`config.mk`:
```
export PLATFORM = sky130hd
export DESIGN_NAME = ifx_xlate
export DESIGN_NICKNAME = d
export VERILOG_FILES = /design/src/rtl/ifx_pkg.sv /design/src/rtl/ifx_ctrl.sv /design/src/rtl/ifx_dpath.sv /design/src/rtl/ifx_xlate.sv
export SDC_FILE = /design/constraint.sdc
export NUM_CORES = 1
export LEC_CHECK = 0
export ABC_AREA = 1
export BUFFER_PORTS_ARGS = -buffer_cell sky130_fd_sc_hd__buf_2
export CORE_AREA = 2 2 173 175
export DETAILED_ROUTE_END_ITERATION = 10
export DIE_AREA = 0 0 175 177
export GPL_TIMING_DRIVEN = 0
export HOLD_SLACK_MARGIN = 0.03
export PLACE_DENSITY = 0.62
export REMOVE_ABC_BUFFERS = 1
export SYNTH_ARGS = -nofsm -noshare
export SYNTH_HDL_FRONTEND = slang
export SYNTH_HIERARCHICAL = 1
export SYNTH_SLANG_ARGS = --single-unit
```
`constraint.sdc`:
```
create_clock -name clk -period 2.2 [get_ports clk]
set_input_delay 0.22 -clock clk [delete_from_list [all_inputs] [get_ports clk]]
set_output_delay 0.22 -clock clk [all_outputs]
set_load 0.005 [all_outputs]
```
`src/rtl/ifx_pkg.sv`:
```
package ifx_pkg;

  typedef enum logic [1:0] {
    RES_NONE = 2'd0,
    RES_ACV  = 2'd1,
    RES_MISS = 2'd2
  } ifxResult_e;

  typedef enum logic [1:0] {
    PATH_BYPASS = 2'd0,
    PATH_DIRECT = 2'd1,
    PATH_MAPPED = 2'd2,
    PATH_NONE   = 2'd3
  } ifxPath_e;

  typedef struct packed {
    logic       load;
    ifxResult_e result;
    ifxPath_e   path;
    logic       capture;
    logic       incHit;
    logic       incMiss;
    logic       incAcv;
  } ifxStrobe_t;

endpackage

```
`src/rtl/ifx_ctrl.sv`:
```
module ifx_ctrl
  import ifx_pkg::*;
#(
  parameter int VA_W    = 64,
  parameter int VA_IMPL = 43,
  parameter int MODES   = 4,
  localparam int MODE_W = $clog2(MODES),
  localparam int HIGH_W = VA_W - VA_IMPL + 1
) (
  input  logic              clk,
  input  logic              rstN,
  input  logic              reqValid,
  input  logic              pcPal,
  input  logic [HIGH_W-1:0] pcHigh,
  input  logic [1:0]        pcSpace,
  input  logic              reqMisspec,
  input  logic [MODE_W-1:0] curMode,
  input  logic              spEnable,
  input  logic              tlbHit,
  input  logic [MODES-1:0]  tlbExecMask,
  output ifxStrobe_t        strobe
);

  localparam logic [MODE_W-1:0] MODE_KERNEL = '0;

  logic canonical;
  logic inWindow;
  logic isKernel;
  logic execOk;

  assign canonical = (&pcHigh) || ~(|pcHigh);
  assign inWindow  = spEnable && (pcSpace == 2'b10);
  assign isKernel  = (curMode == MODE_KERNEL);
  assign execOk    = tlbExecMask[curMode];

  ifxResult_e res;
  ifxPath_e   path;

  always_comb begin
    res  = RES_NONE;
    path = PATH_NONE;
    if (pcPal) begin
      path = PATH_BYPASS;
    end else if (!canonical) begin
      res = RES_ACV;
    end else if (inWindow) begin
      if (isKernel) path = PATH_DIRECT;
      else          res  = RES_ACV;
    end else if (!tlbHit) begin
      res = RES_MISS;
    end else if (!execOk) begin
      res = RES_ACV;
    end else begin
      path = PATH_MAPPED;
    end
  end

  always_comb begin
    strobe.load    = reqValid;
    strobe.result  = res;
    strobe.path    = path;
    strobe.capture = reqValid && (res != RES_NONE) && !reqMisspec;
    strobe.incHit  = reqValid && (res == RES_NONE);
    strobe.incMiss = reqValid && (res == RES_MISS);
    strobe.incAcv  = reqValid && (res == RES_ACV);
  end

  // at most one counter event per request
  a_r9_single_event: assert property (@(posedge clk) disable iff (!rstN)
    $onehot0({strobe.incHit, strobe.incMiss, strobe.incAcv}));

  // a privileged-code address never faults
  a_r1_pal_no_fault: assert property (@(posedge clk) disable iff (!rstN)
    (reqValid && pcPal) |-> (strobe.incHit && !strobe.capture));

endmodule

```
`src/rtl/ifx_dpath.sv`:
```
module ifx_dpath
  import ifx_pkg::*;
#(
  parameter int VA_W      = 64,
  parameter int VA_IMPL   = 43,
  parameter int PA_W      = 40,
  parameter int PAGE_W    = 13,
  parameter int CNT_W     = 16,
  parameter int IREG_BITS = 4,
  localparam int VPN_W    = VA_IMPL - PAGE_W,
  localparam int PPN_W    = PA_W - PAGE_W,
  localparam int NCNT     = 3
) (
  input  logic             clk,
  input  logic             rstN,
  input  ifxStrobe_t       strobe,
  input  logic [VA_W-1:0]  reqPc,
  input  logic [VA_W-1:0]  ptBase,
  input  logic [PPN_W-1:0] tlbPpn,
  output logic             rspValid,
  output logic [1:0]       rspResult,
  output logic [PA_W-1:0]  rspPaddr,
  output logic             rspUncached,
  output logic [VA_W-1:0]  capTag,
  output logic [VA_W-1:0]  capForm,
  output logic [CNT_W-1:0] cntHit,
  output logic [CNT_W-1:0] cntMiss,
  output logic [CNT_W-1:0] cntAcv,
  output logic [CNT_W-1:0] cntAccess
);

  logic [PA_W-1:0]  nextPaddr;
  logic             nextUc;
  logic [VPN_W-1:0] vpn;
  logic [VA_W-1:0]  formAddr;

  assign vpn      = reqPc[VA_IMPL-1:PAGE_W];
  assign formAddr = ptBase | {{(VA_W-VPN_W-3){1'b0}}, vpn, 3'b000};

  always_comb begin
    unique case (strobe.path)
      PATH_BYPASS: nextPaddr = {reqPc[PA_W-1:2], 2'b00};
      PATH_DIRECT: nextPaddr = reqPc[PA_W-1:0];
      PATH_MAPPED: nextPaddr = {tlbPpn, reqPc[PAGE_W-1:2], 2'b00};
      default:     nextPaddr = '0;
    endcase
  end

  assign nextUc = ((strobe.path == PATH_DIRECT) || (strobe.path == PATH_MAPPED))
                  && nextPaddr[PA_W-1]
                  && !(&nextPaddr[PA_W-1:PA_W-IREG_BITS]);

  always_ff @(posedge clk or negedge rstN) begin
    if (!rstN) begin
      rspValid    <= 1'b0;
      rspResult   <= RES_NONE;
      rspPaddr    <= '0;
      rspUncached <= 1'b0;
    end else begin
      rspValid <= strobe.load;
      if (strobe.load) begin
        rspResult   <= strobe.result;
        rspPaddr    <= nextPaddr;
        rspUncached <= nextUc;
      end
    end
  end

  always_ff @(posedge clk or negedge rstN) begin
    if (!rstN) begin
      capTag  <= '0;
      capForm <= '0;
    end else if (strobe.capture) begin
      capTag  <= reqPc;
      capForm <= formAddr;
    end
  end

  logic [NCNT-1:0]  incVec;
  logic [CNT_W-1:0] cntVal [NCNT];

  assign incVec = {strobe.incAcv, strobe.incMiss, strobe.incHit};

  for (genvar g = 0; g < NCNT; g++) begin : gCnt
    always_ff @(posedge clk or negedge rstN) begin
      if (!rstN)          cntVal[g] <= '0;
      else if (incVec[g]) cntVal[g] <= cntVal[g] + 1'b1;
    end
  end

  logic [CNT_W-1:0] accessReg;
  always_ff @(posedge clk or negedge rstN) begin
    if (!rstN)                                accessReg <= '0;
    else if (strobe.incHit || strobe.incMiss) accessReg <= accessReg + 1'b1;
  end

  assign cntHit    = cntVal[0];
  assign cntMiss   = cntVal[1];
  assign cntAcv    = cntVal[2];
  assign cntAccess = accessReg;

  // privileged-code bypass address, one cycle later
  a_r1_bypass_addr: assert property (@(posedge clk) disable iff (!rstN)
    (strobe.load && reqPc[0]) |=> (rspResult == RES_NONE &&
      rspPaddr == {$past(reqPc[PA_W-1:2]), 2'b00} && !rspUncached));

  // faults carry a zero address
  a_r4_fault_zero_addr: assert property (@(posedge clk) disable iff (!rstN)
    (rspValid && rspResult != RES_NONE) |-> (rspPaddr == '0));

  // misspeculated requests leave the capture registers alone
  a_r7_capture_hold: assert property (@(posedge clk) disable iff (!rstN)
    (strobe.load && strobe.capture == 1'b0) |=> ($stable(capTag) && $stable(capForm)));

  // uncacheable only on a successful response
  a_r8_uc_success: assert property (@(posedge clk) disable iff (!rstN)
    rspUncached |-> (rspResult == RES_NONE));

  // access total tracks hits plus misses
  a_r9_access_sum: assert property (@(posedge clk) disable iff (!rstN)
    cntAccess == CNT_W'(cntHit + cntMiss));

  // no response without a request
  a_r10_no_spurious: assert property (@(posedge clk) disable iff (!rstN)
    !strobe.load |=> !rspValid);

endmodule

```
`src/rtl/ifx_xlate.sv`:
```
module ifx_xlate
  import ifx_pkg::*;
#(
  parameter int VA_W      = 64,
  parameter int VA_IMPL   = 43,
  parameter int PA_W      = 40,
  parameter int PAGE_W    = 13,
  parameter int ASN_W     = 8,
  parameter int MODES     = 4,
  parameter int CNT_W     = 16,
  parameter int IREG_BITS = 4,
  localparam int VPN_W    = VA_IMPL - PAGE_W,
  localparam int PPN_W    = PA_W - PAGE_W,
  localparam int MODE_W   = $clog2(MODES),
  localparam int HIGH_W   = VA_W - VA_IMPL + 1
) (
  input  logic              clk,
  input  logic              rstN,
  input  logic              reqValid,
  input  logic [VA_W-1:0]   reqPc,
  input  logic              reqMisspec,
  input  logic [MODE_W-1:0] curMode,
  input  logic              spEnable,
  input  logic [ASN_W-1:0]  curAsn,
  input  logic [VA_W-1:0]   ptBase,
  output logic [VPN_W-1:0]  tlbVpn,
  output logic [ASN_W-1:0]  tlbAsn,
  input  logic              tlbHit,
  input  logic [PPN_W-1:0]  tlbPpn,
  input  logic [MODES-1:0]  tlbExecMask,
  output logic              rspValid,
  output logic [1:0]        rspResult,
  output logic [PA_W-1:0]   rspPaddr,
  output logic              rspUncached,
  output logic [VA_W-1:0]   capTag,
  output logic [VA_W-1:0]   capForm,
  output logic [CNT_W-1:0]  cntHit,
  output logic [CNT_W-1:0]  cntMiss,
  output logic [CNT_W-1:0]  cntAcv,
  output logic [CNT_W-1:0]  cntAccess
);

  ifxStrobe_t strobe;

  assign tlbVpn = reqPc[VA_IMPL-1:PAGE_W];
  assign tlbAsn = curAsn;

  ifx_ctrl #(
    .VA_W(VA_W), .VA_IMPL(VA_IMPL), .MODES(MODES)
  ) uCtrl (
    .clk(clk), .rstN(rstN), .reqValid(reqValid),
    .pcPal(reqPc[0]),
    .pcHigh(reqPc[VA_W-1:VA_IMPL-1]),
    .pcSpace(reqPc[VA_IMPL-1:VA_IMPL-2]),
    .reqMisspec(reqMisspec), .curMode(curMode), .spEnable(spEnable),
    .tlbHit(tlbHit), .tlbExecMask(tlbExecMask),
    .strobe(strobe)
  );

  ifx_dpath #(
    .VA_W(VA_W), .VA_IMPL(VA_IMPL), .PA_W(PA_W), .PAGE_W(PAGE_W),
    .CNT_W(CNT_W), .IREG_BITS(IREG_BITS)
  ) uDpath (
    .clk(clk), .rstN(rstN), .strobe(strobe),
    .reqPc(reqPc), .ptBase(ptBase), .tlbPpn(tlbPpn),
    .rspValid(rspValid), .rspResult(rspResult), .rspPaddr(rspPaddr),
    .rspUncached(rspUncached), .capTag(capTag), .capForm(capForm),
    .cntHit(cntHit), .cntMiss(cntMiss), .cntAcv(cntAcv), .cntAccess(cntAccess)
  );

endmodule

```
==> out/metrics.csv, run 1 <==
stage,metric,value,unit
floorplan,die_h,177,um
placement,place_hpwl,25100,um
sta,slew_headroom,44.6,%
sta,finalHoldViolations,0,
setup_path,critPathArrivalTime,2590,ps
setup_path,worstSetupEndpointType,flop,
detailed_routing,drt_iter0_markers,596,
setup_path,regToRegSetupSlack,840,ps
sta,timing.hold.ws,50.5,ps
detailed_routing,via_count,10400,
floorplan,start_util,36.7,%
sta,clock-skew-final,7.20,ps
cts,clock-sinks,236,
yosys,synth_seq_cells,236,
yosys,synth_top_area_share,55.0,%
cts,clk_pin_slew,60,ps
cts,cts_buffer_depth,3,
floorplan,std_cell_rows,63,
floorplan,die_w,175,um
run,maxCapViolCount,0,
placement,pre_cts_ws,-898,ps
sta,period_share,96.4,%
cells_and_area,syn_to_final_growth,46.3,%
floorplan,num_io_pins,449,
detailed_routing,drtPass1Iterations,5,
worst_hold_path,hp-start,ptBase[28],
cells_and_area,multiInputGateArea,4080,um^2
yosys,ys_types,33,
setup_path,reg2reg_depth,7,
pwr,power,12.4,mW
worst_hold_path,hp-class,primary input to flop,
cells_and_area,instances_no_fill,2218,
pwr,p_leak,8.56,nW
cts,cts_tree,yes,
global_route,use_met1,27.8,%
cells_and_area,regArea,5910,um^2
run_status,outcome,"finished, final reports clean",
cts,clock_latency,540,ps
yosys,syn_area,10700,um^2
detailed_routing,antenna_left,0,
setup_path,path_class,primary input to flop,
worst_hold_path,whs_path_depth,3,
cts,cts_root_buf,clkbuf_16,
cts,cts_buffers,28,
sta,rsz0062_at_grt,false,
yosys,synth_top_cells_by_area,"dfrtp_1 (55%), nand2_1 (20%), buf_4 (2.8%)",
setup_path,r2r_end,uDpath/cntMiss[14],
pwr,powerDensity,790,nW/um^2
global_route,grt_overflow_total,0,
pwr,peakVddDrop,0.609,mV
setup_path,crit_required,2670,ps
sta,setup_viol,0,
global_route,grt_max_degree,112,
cells_and_area,final_nets,1992,
yosys,netlist_instances,1251,
floorplan,core-area,29200,um^2
global_route,top_usage_layer,met2,
global_route,grtUsageTotal,23.4,%
detailed_routing,route.detailed.drc,0,
setup_path,r2r-start,uDpath/cntMiss[0],
floorplan,die-area,31000,um^2
detailed_routing,wl_per_cell,16.7,um
setup_path,startpoint_type,primary input,
setup_path,crit_fanout,34,
yosys,syn_area_per_cell,8.58,um^2
global_route,use_met2,38.2,%
global_route,use_met3,8.46,%
sta,worst_pin_slew,831,ps
worst_hold_path,hold_end,uDpath/capForm[28],
placement,io_buffers,432,
detailed_routing,avgViaCountPerCell,4.71,
detailed_routing,wirelength,37100,um
cells_and_area,postLayoutCoreUtil,53.7,%
sta,slew_viol_final,0,
sta,clock.fmax,471,MHz
placement,globalplace.congestion,0.872,
global_route,grt_pass1_vias,10500,
cts,htreeDepth,1,
sta,period_minus_slack,2120,ps
global_route,antenna_found_initial,1,
yosys,synth_warnings,6,
placement,dp.cells,1996,
yosys,yosysSeqAreaShare,55.0,%
global_route,grt_pass1_wl,57000,um
cells_and_area,num-fill-cells,2675,
cells_and_area,drive_gt1_share,29.2,%
sta,fin_ws,78.4,ps
yosys,synth_top_cell_by_area,dfrtp_1,
[cells in the final DEF (no fill, tap or decap), types with 16 or more instances in the layout]
cell type and count:
a22oi_1 23, inv_1 67, xor2_1 23, o21ai_1 25
nor2_1 57, o21ai_0 37, nand4_1 16, nand2_1 562
nand3_1 35, dfrtp_1 236, clkbuf_16 29, buf_2 431
dlygate4sd3_1 168
[critical path: stages]
cell           delay [ps]
dlygate4sd3_1         520
buf_2                 160
inv_1                 110
or2_2                 340
a21oi_4               170
buf_12                220
o21ai_0               150
dlygate4sd3_1         590
nand2_1                70
[routing by layer]
layer / part of all wire, % / up-vias
li1: - / 4989
met1: 40 / 4921
met2: 46 / 428
met3: 9.6 / 101
met4: 4.1 / 2
met5: 0.43 / -
[final cells by class]
class                      instances  share of cell area (%)
multi-input combinational        862                    26.0
inverter                          71                    1.74
clock buffer                      42                    5.44
tap                              390                    3.11
clock inverter                     6                   0.430
timing repair buffer             610                    25.6
antenna                            1                  0.0159
sequential                       236                    37.6
[cells in the mapped netlist (all sizes together)]
master,instances
a21oi,4
a22o,2
a22oi,23
a32o,2
buf,77
clkbuf,6
dfrtp,236
ha,8
inv,71
nand2,572
nand3,37
nand3b,9
nand4,18
nor2,77
nor3,6
o21ai,62
o21bai,1
or2,2
xnor2,15
xor2,23
[timing repair]
action | in CTS | in global routing
endpoints found under the setup margin | 123 | 65
setup buffers | 1 | 3
hold endpoints to repair | 299 | 0
cloned | 1 | 0
pin swaps | 1 | 2
resized for setup | 4 | 8
hold buffers | 168 | 0
[cell families after synthesis]
family	Yosys count	share of synthesized area [%]
buffers and inverters	154	7.44
AND/OR/NAND/NOR	721	28.3
XOR/XNOR	38	3.10
AO/OA/AOI/OAI	94	5.14
flip-flops	236	55.0
adder cells (fa/ha/maj)	8	0.933
[stage by stage]
step | setup TNS (ps) | instance area (um^2)
floorplan | -885230 | 10200
global placement | -2900420 | 12800
detailed placement | -134650 | 13000
CTS | 0 | 15600
global route | 0 | 15700
finish | 0 | 15700
[registers in the layout (all words and copies together), names as in the netlist]
signal and count:
uDpath/rspValid 1, uDpath/cntHit 16, uDpath/rspResult 2, uDpath/cntMiss 16
uDpath/cntAccess 16, uDpath/rspUncached 1, uDpath/capForm 64, uDpath/rspPaddr 40
uDpath/capTag 64, uDpath/cntAcv 16
[power breakdown]
part | switching (mW) | internal [mW]
combinational | 1.24 | 1.11
clock | 1.85 | 2.78
sequential | 0.463 | 4.95
total | 3.56 | 8.84
[how the worst max path moves through the flow]
stage | cells past startpoint | slack [ps] | from | endpoint
after floorplan | 11 | -6930 | reqPc[50] | uDpath/capForm[10]
after global placement | 12 | -16050 | reqPc[42] | uDpath/capForm[16]
after detailed placement | 12 | -900 | reqPc[42] | uDpath/rspPaddr[8]
after CTS | 13 | 9 | reqPc[0] | uDpath/cntAccess[14]
after global routing | 16 | 5 | reqPc[42] | uDpath/rspUncached
final | 9 | 80 | reqValid | uDpath/capForm[22]
Power figures use the tool's default switching activity.
==> run 2: changes to the inputs <==
- SETUP_SLACK_MARGIN: unset -> 0.15
- SKIP_LAST_GASP: unset -> 1
==> out/metrics.csv, run 2 (synthesis results as in run 1) <==
stage,metric,value,unit
run_status,outcome,"finished, final reports clean",
worst_hold_path,whs_path_depth,3,
pwr,powerDensity,787,nW/um^2
sta,finalHoldViolations,0,
pwr,p_int,8.85,mW
setup_path,reg2reg_depth,6,
setup_path,crit_start,reqPc[42],
setup_path,r2r_end,uDpath/cntAccess[14],
cells_and_area,drive_gt1_share,29.2,%
cts,htreeDepth,1,
placement,globalplace.congestion,0.872,
global_route,grt_max_degree,112,
cells_and_area,final_common_cell,nand2_1,
pwr,p_leak,8.60,nW
detailed_routing,wl_per_cell,17.0,um
setup_path,cp.depth,13,
global_route,grtUsageTotal,23.4,%
cts,clk_pin_slew,60,ps
setup_path,crit_required,2670,ps
detailed_routing,avgViaCountPerCell,4.72,
sta,slew_headroom,36.6,%
sta,clock.fmax,514,MHz
sta,slew_viol_final,0,
run,maxCapViolCount,0,
placement,io_buffers,432,
setup_path,crit_top_cell,nand2_1,
cts,cts_buffer_depth,3,
global_route,grt_pass1_vias,10500,
cells_and_area,num-fill-cells,2663,
floorplan,core-area,29200,um^2
pwr,pwr-share-comb,19.1,%
setup_path,cp_slowest_cell,dlygate4sd3_1,
setup_path,r2r-start,uDpath/cntAccess[0],
sta,rsz0062_at_grt,true,
pwr,seqPwrFrac,43.6,%
floorplan,die_h,177,um
sta,worst_pin_slew,951,ps
setup_path,path_class,primary input to flop,
floorplan,die_w,175,um
setup_path,worstSetupEndpointType,flop,
floorplan,std_cell_rows,63,
global_route,grt_pass1_wl,57000,um
setup_path,critPathBufInv,4,
sta,timing.hold.ws,44.8,ps
setup_path,crit_fanout,17,
detailed_routing,drt_iter0_markers,621,
cts,cts_root_buf,clkbuf_16,
cells_and_area,reg.largest.list,"uDpath/capForm: 64 flops, uDpath/capTag: 64 flops, uDpath/rspPaddr: 40 flops",
sta,setup_tns,0,ps
pwr,p_sw,3.57,mW
detailed_routing,wirelength,37800,um
setup_path,path_cells,"buf_2, nand2_1, nor2_1, inv_1, nand3_2, nand3_1, nand2_1, nand2_2, a21oi_4, buf_12, o21ai_0, dlygate4sd3_1, nand2_1",
sta,clock-skew-final,8.15,ps
pwr,peakVddDrop,0.611,mV
detailed_routing,drtPass1Iterations,4,
cells_and_area,syn_to_final_growth,47.0,%
placement,place_hpwl,25100,um
floorplan,die-area,31000,um^2
sta,period_minus_slack,1950,ps
setup_path,cpLargestDelayFamily,buffers and inverters,
setup_path,startpoint_type,primary input,
floorplan,start_util,36.7,%
cells_and_area,final_nets,1995,
sta,period_share,88.5,%
detailed_routing,via_count,10500,
cells_and_area,final_cell_mix,"nand2_1 (563), buf_2 (431), dfrtp_1 (236)",
global_route,antenna_found_initial,2,
detailed_routing,antenna_left,0,
setup_path,max_stage_delay,590,ps
setup_path,endpoint,uDpath/capForm[22],
setup_path,critPathArrivalTime,2410,ps
worst_hold_path,hp-class,primary input to flop,
cts,cts_buffers,28,
pwr,sw_frac_of_total,28.8,%
detailed_routing,route.detailed.drc,0,
global_route,grt_overflow_total,0,
cts,cts_tree,yes,
floorplan,num_io_pins,449,
setup_path,regToRegSetupSlack,810,ps
pwr,clock_power_share,37.3,%
sta,setup_viol,0,
cts,clock-sinks,236,
cts,clock_latency,540,ps
run 2: worst min-delay path by stage:
stage,start,to,slack [ps]
finish,ptBase[28],uDpath/capForm[28],40
global route,ptBase[28],uDpath/capForm[28],50
CTS,ptBase[28],uDpath/capForm[28],30
detailed placement,rstN,uDpath/capForm[59],140
global placement,ptBase[49],uDpath/capForm[49],420
floorplan,rstN,uDpath/capForm[0],-80
run 2: final cells by class:
class,instances,area (um^2),area share [%]
Sequential cell,236,5910,37.4
Inverter,71,272,1.72
Antenna cell,1,2.50,0.0159
Clock inverter,6,67.6,0.428
Timing Repair Buffer,613,4090,25.9
Multi-Input combinational cell,862,4100,26.0
Tap cell,390,488,3.09
Clock buffer,42,855,5.42
run 2: layer usage:
layer | track usage, % | vias up | part of all wire, %
li1 | - | 4997 | -
met1 | 27.8 | 4932 | 40
met2 | 38.3 | 446 | 46
met3 | 8.48 | 105 | 9.8
met4 | 9.34 | 4 | 4.0
met5 | 3.85 | - | 0.46
run 2: stage by stage:
step | cells | worst slack (ps) | utilization, % | total power, mW | instance area (um^2)
floorplan | 1168 | -6930 | - | 6.28 | 10200
global placement | 1990 | -16050 | 43.9 | 7.52 | 12800
detailed placement | 1996 | -898 | 44.5 | 7.56 | 13000
CTS | 2214 | 141 | 53.5 | 12.5 | 15600
global route | 2221 | 50.7 | 53.9 | 13.1 | 15800
finish | 2221 | 253 | 53.9 | 12.4 | 15800
run 2: power groups by stage:
| stage | combinational, mW | clock (mW) | sequential (mW) |
|---|---|---|---|
| 2_1_floorplan | 0.782 | 0 | 5.50 |
| 3_3_place_gp | 2.07 | 0 | 5.45 |
| 3_5_place_dp | 2.10 | 0 | 5.46 |
| 4_1_cts | 2.34 | 4.76 | 5.40 |
| 5_1_grt | 2.64 | 4.92 | 5.50 |
| 6_report | 2.38 | 4.63 | 5.41 |
run 2: timing repair:
item	in CTS	in global routing
hold buffers	168	0
setup endpoints to repair	170	159
pin swaps	2	1
buffers inserted	1	4
endpoints found under the hold margin	299	0
resized for setup	4	9
gates cloned	1	2
run 2: worst min-delay path, delay by kind of cell:
kind            cells  cell delay [ps]
simple gates        1              100
compound gates      1              140
buf+inv             1               70
==> run 3: changes to the inputs <==
==> constraint.sdc (replaced) <==
create_clock -name clk -period 2.2 [get_ports clk]
set_input_delay 0 -clock clk [delete_from_list [all_inputs] [get_ports clk]]
set_output_delay 0 -clock clk [all_outputs]
set_load 0.005 [all_outputs]
==> out/metrics.csv, run 3 (synthesis results as in run 1) <==
stage,metric,value,unit
run_status,outcome,"finished, final reports clean",
cts,htreeDepth,1,
global_route,grt_overflow_total,0,
floorplan,num_io_pins,449,
detailed_routing,avgViaCountPerCell,4.76,
floorplan,std_cell_rows,63,
cells_and_area,drive_gt1_share,28.6,%
pwr,p_leak,8.65,nW
detailed_routing,drtPass1Iterations,5,
setup_path,crit_required,2680,ps
sta,setup_viol,0,
sta,clock.fmax,507,MHz
pwr,powerDensity,779,nW/um^2
placement,globalplace.congestion,0.872,
pwr,power,12.5,mW
pwr,peakVddDrop,0.609,mV
setup_path,crit_fanout,18,
sta,period_minus_slack,1970,ps
sta,worst_pin_slew,927,ps
global_route,grtUsageTotal,24.1,%
sta,setup_tns,0,ps
setup_path,critPathArrivalTime,2460,ps
setup_path,worstSetupEndpointType,flop,
cells_and_area,num-fill-cells,2641,
cells_and_area,syn_to_final_growth,49.1,%
sta,rsz0062_at_grt,false,
placement,io_buffers,432,
cts,cts_buffers,28,
cts,clk_pin_slew,60,ps
worst_hold_path,hp-class,primary input to flop,
cells_and_area,final_cell_mix,"nand2_1 (563), buf_2 (431), dfrtp_1 (236)",
detailed_routing,via_count,10700,
sta,slew_headroom,38.2,%
setup_path,path_class,primary input to flop,
detailed_routing,route.detailed.drc,0,
cells_and_area,post-route-cell-area,16000,um^2
global_route,grt_pass1_vias,10800,
detailed_routing,wirelength,38600,um
detailed_routing,antenna_left,0,
floorplan,die_h,177,um
sta,clock-skew-final,9.85,ps
cts,cts_buffer_depth,3,
cts,clock_latency,540,ps
cells_and_area,final_common_cell,nand2_1,
placement,placed_area,13000,um^2
global_route,grt_max_degree,112,
cells_and_area,reg.largest.list,"uDpath/capForm: 64 flops, uDpath/capTag: 64 flops, uDpath/rspPaddr: 40 flops",
global_route,grt_pass1_wl,58800,um
setup_path,startpoint_type,primary input,
detailed_routing,wl_per_cell,17.2,um
placement,place_hpwl,25100,um
detailed_routing,drt_iter0_markers,573,
floorplan,core-area,29200,um^2
sta,finalHoldViolations,0,
floorplan,start_util,36.7,%
sta,period_share,89.7,%
global_route,antenna_found_initial,7,
sta,slew_viol_final,0,
cts,cts_root_buf,clkbuf_16,
cts,clock-sinks,236,
floorplan,die_w,175,um
cells_and_area,final_nets,2016,
cts,cts_tree,yes,
floorplan,die-area,31000,um^2
run,maxCapViolCount,0,
==> run 3: worst max-delay path, stage by stage <==
cell	delay, ps
dlygate4sd3_1	520
buf_2	160
inv_1	90
or2_2	350
a21oi_4	220
buf_12	200
buf_16	160
o21ai_0	100
dlygate4sd3_1	580
nand2_1	60
==> run 3: final timing paths <==
check	startpoint	end	slack (ps)	cells past startpoint
min in group asynchronous	rstN	uDpath/capForm[24]	630	4
hold / removal	reqMisspec	uDpath/capTag[4]	20	5
hold reg to reg	uDpath/capTag[55]	uDpath/capTag[55]	470	2
setup reg to reg	uDpath/cntAccess[0]	uDpath/cntAccess[14]	810	6
max in group asynchronous	rstN	uDpath/cntAccess[14]	1000	4
setup / recovery	reqValid	uDpath/capForm[8]	230	10
==> run 3: metal layers <==
metal / vias up / global-route usage, % / wire [um]
met5: - / 0 / 24
met4: 4 / 11.0 / 1710
met3: 122 / 5.82 / 3080
met2: 496 / 39.4 / 17900
met1: 5011 / 30.3 / 15900
li1: 5048 / - / -
==> run 3: power breakdown <==
group | internal, mW | total [mW] | switching, mW
Sequential | 4.95 | 5.41 | 0.465
Combinational | 1.14 | 2.42 | 1.28
Clock | 2.78 | 4.63 | 1.85
Total | 8.87 | 12.5 | 3.60
==> run 3: area by class of cell <==
cell class / count / area (um^2) / share of cell area (%)
Antenna cell: 3 / 7.51 / 0.0469
Clock buffer: 42 / 855 / 5.34
Clock inverter: 6 / 67.6 / 0.422
Inverter: 71 / 272 / 1.70
Multi-Input combinational cell: 862 / 4080 / 25.5
Sequential cell: 236 / 5910 / 36.9
Tap cell: 390 / 488 / 3.05
Timing Repair Buffer: 634 / 4320 / 27.0
==> run 3: repair_timing <==
action                                  in CTS  in global routing
hold buffers                               194                  0
pin swaps                                    1                  0
endpoints found under the hold margin      420                  0
gates cloned                                 1                  1
endpoints found under the setup margin     104                 53
gates resized for setup                      2                 11
buffers inserted                             1                  0
==> run 3: through the flow <==
stage          instances  utilization (%)  hold slack, ps  worst slack [ps]
2_1_floorplan       1168                -            -296             -6710
3_3_place_gp        1990             43.9          0.0608            -15830
3_5_place_dp        1996             44.5           -77.5              -678
4_1_cts             2240             54.4            31.3               178
5_1_grt             2242             54.7            42.7               120
6_report            2244             54.7            19.0               227
